## config.mk

```make
export PLATFORM = sky130hd
export DESIGN_NAME = nor_cmd_flash
export DESIGN_NICKNAME = d
export VERILOG_FILES = /design/src/rtl/nor_cmd_flash.sv
export SDC_FILE = /design/constraint.sdc
export NUM_CORES = 1
export LEC_CHECK = 0
export BUFFER_PORTS_ARGS = -buffer_cell sky130_fd_sc_hd__buf_2
export CORE_MARGIN = 1
export CORE_UTILIZATION = 60
export DETAILED_ROUTE_END_ITERATION = 12
export PLACE_DENSITY = 0.77
export SLEW_MARGIN = 25
export SYNTH_ARGS = -nofsm -noshare
export SYNTH_HDL_FRONTEND = slang
export SYNTH_SLANG_ARGS = --single-unit
export TNS_END_PERCENT = 5
```

## constraint.sdc

```tcl
create_clock -name clk -period 5.2 [get_ports clk]
set_clock_uncertainty 0.15 [all_clocks]
set_input_delay 0.78 -clock clk [delete_from_list [all_inputs] [get_ports clk]]
set_output_delay 0.78 -clock clk [all_outputs]
set_load 0.01 [all_outputs]
```

## src/rtl/nor_cmd_flash.sv

```systemverilog
module nor_cmd_flash #(
  parameter int DATA_W       = 16,
  parameter int SECTOR_BYTES = 16,
  parameter int NUM_SECTORS  = 4,
  parameter int ADDR_W       = 8
)(
  input  logic              clk,
  input  logic              rst_n,
  input  logic [ADDR_W-1:0] addr,
  input  logic [DATA_W-1:0] wdata,
  input  logic              wr,
  input  logic              rd,
  output logic [DATA_W-1:0] rdata
);
  localparam int NB       = DATA_W / 8;
  localparam int SH       = $clog2(NB);
  localparam int TOTAL    = SECTOR_BYTES * NUM_SECTORS;
  localparam int WORDS    = TOTAL / NB;
  localparam int WPS      = SECTOR_BYTES / NB;
  localparam int WI_W     = $clog2(WORDS);
  localparam int WP_W     = $clog2(WPS);
  localparam int SI_W     = $clog2(NUM_SECTORS);
  localparam int SIZE_LOG = $clog2(TOTAL);
  localparam int QLEN     = 64;

  typedef enum logic [3:0] {
    M_ARRAY = 4'd0, M_STATUS = 4'd1, M_QUERY = 4'd2, M_ERASE_CF = 4'd3,
    M_ERASING = 4'd4, M_LOCK_CF = 4'd5, M_WB_CNT = 4'd6, M_WB_DATA = 4'd7,
    M_WB_CF = 4'd8
  } mode_t;

  mode_t             mode;
  logic [7:0]        status;
  logic [7:0]        cnt;
  logic [SI_W-1:0]   er_sec;
  logic [WP_W-1:0]   er_ptr;
  logic [DATA_W-1:0] mem [WORDS];
  logic [DATA_W-1:0] rd_mux;

  wire [7:0]        cmd  = wdata[7:0];
  wire [WI_W-1:0]   widx = addr[SH +: WI_W];
  wire [ADDR_W-1:0] qidx = addr >> SH;

  function automatic logic [7:0] qbyte(input logic [ADDR_W-1:0] i);
    if (int'(i) >= QLEN) return 8'h00;
    case (int'(i))
      16:      return 8'h51;
      17:      return 8'h52;
      18:      return 8'h59;
      19:      return 8'h01;
      39:      return 8'(SIZE_LOG);
      44:      return 8'h01;
      45:      return 8'(NUM_SECTORS - 1);
      default: return 8'h00;
    endcase
  endfunction

  always_comb begin
    case (mode)
      M_ARRAY: rd_mux = mem[widx];
      M_QUERY: rd_mux = DATA_W'(qbyte(qidx));
      default: rd_mux = DATA_W'(status);
    endcase
  end

  always_ff @(posedge clk or negedge rst_n) begin
    if (!rst_n) begin
      mode   <= M_ARRAY;
      status <= 8'h00;
      cnt    <= 8'h00;
      er_sec <= '0;
      er_ptr <= '0;
      rdata  <= '0;
      for (int i = 0; i < WORDS; i++) mem[i] <= '1;
    end else begin
      if (rd) rdata <= rd_mux;
      if (mode == M_ERASING) begin
        mem[{er_sec, er_ptr}] <= '1;
        er_ptr <= er_ptr + 1'b1;
        if (er_ptr == WP_W'(WPS - 1)) begin
          status[7] <= 1'b1;
          mode      <= M_STATUS;
        end
      end else if (wr) begin
        case (mode)
          M_ARRAY, M_STATUS: begin
            case (cmd)
              8'h70: mode <= M_STATUS;
              8'h50: begin status <= 8'h00; mode <= M_ARRAY; end
              8'h20: mode <= M_ERASE_CF;
              8'h60: mode <= M_LOCK_CF;
              8'h98: mode <= M_QUERY;
              8'hE8: mode <= M_WB_CNT;
              default: mode <= M_ARRAY;
            endcase
          end
          M_QUERY: if (cmd == 8'hFF) mode <= M_ARRAY;
          M_ERASE_CF: begin
            if (cmd == 8'hD0) begin
              er_sec    <= addr[SH+WP_W +: SI_W];
              er_ptr    <= '0;
              status[7] <= 1'b0;
              mode      <= M_ERASING;
            end else mode <= M_ARRAY;
          end
          M_LOCK_CF: begin
            if (cmd == 8'hD0 || cmd == 8'h01) status[7] <= 1'b1;
            mode <= M_ARRAY;
          end
          M_WB_CNT: begin
            cnt  <= cmd;
            mode <= M_WB_DATA;
          end
          M_WB_DATA: begin
            mem[widx] <= wdata;
            status[7] <= 1'b1;
            if (cnt == 8'h00) mode <= M_WB_CF;
            else cnt <= cnt - 8'h01;
          end
          default: mode <= M_ARRAY;
        endcase
      end
    end
  end
endmodule


```

==> flow_metrics.tcl <==
set metrics [dict create \
    status "finished clean" \
    seq_power_share 0.511 \
    wl_mm 73.30 \
    grt_max_degree 130 \
    ys_ff_latch 546 \
    clkTransAtPathRegs_ns 0.06 \
    fillers 2982 \
    antenna_found_initial 2 \
    intPower_w 0.01166 \
    drt-initial-drc-count 2371 \
    slew_violations 0 \
    port_buffers 42 \
    critPathKind "reg2reg" \
    synth_edf_count 0 \
    track_usage 0.3461 \
    holdWs_ns 0.03101 \
    p_comb_frac 0.244 \
    via_per_inst 7.558 \
    fin_crit_sh 0.6467 \
    critPathLaunchType "register" \
    cts_tree "done" \
    setup_tns_ns 0 \
    wl_met3_mm 7.338 \
    synth_top_area_frac 0.5291 \
    die_w_um 207.9 \
    avgSynthCellArea_sq_um 13.67 \
    core_area_sq_mm 0.04185 \
    synthesis.area_sq_mm 0.02543 \
    fin_cells 2381 \
    worstMarginPinSlew_ns 1.068 \
    die_h_um 207.9 \
    power_density_mw_per_mm2 578.2 \
    arrival_ns 3.74 \
    cts_buffers 54 \
    wire_per_inst_um 30.79 \
    critical_path_required_ns 5.58 \
    met2_length_mm 33.85 \
    finalNetCount 1837 \
    place_hpwl_mm 43.96 \
    crit_path_max_incr_delay_ns 0.75 \
    cp-end-kind "register" \
    n_antenna_cell 0 \
    fmaxAchievable_mhz 297.4 \
    clock_latency_ns 0.63 \
    route.detailed.drc 0 \
    wl_met1_mm 28.53 \
    highest_layer "met4" \
    drv_cap 0 \
    rsz0062_at_grt "false" \
    dp.cells 2285 \
    vdd_drop_max_mv 0.4169 \
    swShare 0.2673 \
    fin_crit_ns 3.363 \
    dr.pass1.iters 6 \
    root_buffer "clkbuf_16" \
    layout_setup_ws_ns 1.837 \
    synth_area_leaders "dfstp_2 (53%), o22a_1 (18%), mux4_2 (8.2%)" \
    cp_cell_sequence "and3_1, nand2_1, nor2_1, nand2_1, o22a_1" \
    yosys-top-cells-count "dfstp_2 (512), o22a_1 (512), clkbuf_1 (104)" \
    ctsResizeCount 0 \
    clockBufferDepth 3 \
    areaGrowthSynthToFinish_pct 8.232 \
    synthArstFlopShare 1.000 \
    slew_headroom 0.2880 \
    grt_overflow 0 \
    num_rows 75 \
    synth_ff_type "dfstp_2" \
    finalSetupViolCount 0 \
    yosysSeqAreaShare 0.5625 \
    io_pins 44 \
    p_clk_frac 0.245 \
    final-hold-violation-count 0 \
    synth_nets 1895 \
    yosys_warnings 0 \
    p_leak_nw 10.05 \
    crit_slowest_cell "nand2_1" \
    switching_power_w 0.004254 \
    vias 18000 \
    clock-sinks 546 \
    hold_buffers 0 \
    critPathMostFrequentCell "nand2_1" \
    htreeDepth 2 \
    start_util 0.6075 \
    post-place-ws_ns 1.500 \
    critPathMaxFanout 18 \
    dieArea_sq_mm 0.04321 \
    synthCells 1860 \
    grt_pass1_vias 18080 \
    grt_pass1_wl_mm 112.3 \
    drive_gt1_frac 0.4473 \
    hp-class "in2async" \
    gp_congestion 0.9741 \
    synth_area_leader_cell "dfstp_2" \
    post_cts_buffers 0 \
    ys_types 69 \
    ant_nets 0 \
]
-- power by group through the flow --
stage / Combinational (W) / Sequential (W) / Clock, W
3_3_place_gp: 0.00365 / 0.00799 / 0
5_1_grt: 0.00412 / 0.00835 / 0.00408
4_1_cts: 0.00385 / 0.00811 / 0.00393
3_5_place_dp: 0.00384 / 0.00816 / 0
6_report: 0.00387 / 0.00814 / 0.00390
2_1_floorplan: 0.00305 / 0.00781 / 0
-- layer usage --
| layer | global-route usage | vias to the layer above |
|---|---|---|
| li1 | - | 7259 |
| met1 | 0.4750 | 9499 |
| met2 | 0.5246 | 1019 |
| met3 | 0.08200 | 219 |
| met4 | 0.1648 | 0 |
| met5 | 0 | - |
-- layout make-up --
class | count | area, sq um | share of cell area
multi-input cells | 1107 | 10160 | 0.3691
flip-flops and latches | 546 | 14300 | 0.5198
repair buffers | 79 | 595.6 | 0.02164
inverters | 14 | 52.55 | 0.001910
clock inverters | 14 | 190.2 | 0.006911
well taps | 539 | 674.4 | 0.02451
clock buffers | 82 | 1546 | 0.05619
-- placed cells by master (no fill, tap or decap), types with 31 or more instances in the layout --
cell type    n
dfstp_2    512
mux4_2      93
buf_4       31
clkbuf_16   54
nand2_1     70
a22oi_1     37
nor2_1      36
mux2i_1     49
o22a_1     512
dfrtp_1     34
buf_2       39
-- kinds of logic after synthesis --
kind of cell,after synthesis,synth area share
flip-flops,546,0.5625
adder cells (fa/ha/maj),7,0.003444
multiplexers,167,0.1127
AND/OR/NAND/NOR,223,0.04754
buffers and inverters,207,0.03922
AO/OA/AOI/OAI,709,0.2342
XOR/XNOR,1,0.0003445
-- path summary, 6_finish.rpt --
path                            cells past startpoint           startpoint              endpoint  slack (ns)
max in group asynchronous                           2                rst_n   mem[21]$_DFFE_PN1P_        3.62
worst min register to register                      1   cnt[6]$_DFFE_PN0P_    cnt[6]$_DFFE_PN0P_        0.36
worst max-delay path                                5  mode[0]$_DFFE_PN0P_  mem[337]$_DFFE_PN1P_        1.84
min in group clk                                    1   cnt[6]$_DFFE_PN0P_    cnt[6]$_DFFE_PN0P_        0.36
worst max register to register                      5  mode[0]$_DFFE_PN0P_  mem[337]$_DFFE_PN1P_        1.84
worst min-delay path                                1                rst_n    cnt[1]$_DFFE_PN0P_        0.03
-- critical path, delay by kind of cell, from the launching register on --
kind | cells | cell delay, ns
AO/OA/AOI/OAI | 1 | 0.38
flip-flops | 1 | 0.71
AND/OR/NAND/NOR | 4 | 2.01
-- metrics by stage --
stage / power, W / area [sq um] / util
3_5_place_dp: 0.01199 / 25770 / 0.6158
3_3_place_gp: 0.01164 / 25750 / 0.6152
2_1_floorplan: 0.01086 / 25430 / -
6_report: 0.01591 / 27520 / 0.6575
4_1_cts: 0.01589 / 27510 / 0.6573
5_1_grt: 0.01656 / 27520 / 0.6575
-- sequential cells by signal, indices dropped and copies added (netlist names) --
name / cells
mem: 512
rdata: 16
cnt: 8
mode: 4
er_ptr: 3
er_sec: 2
status: 1
(Power assumes the default switching activity.)
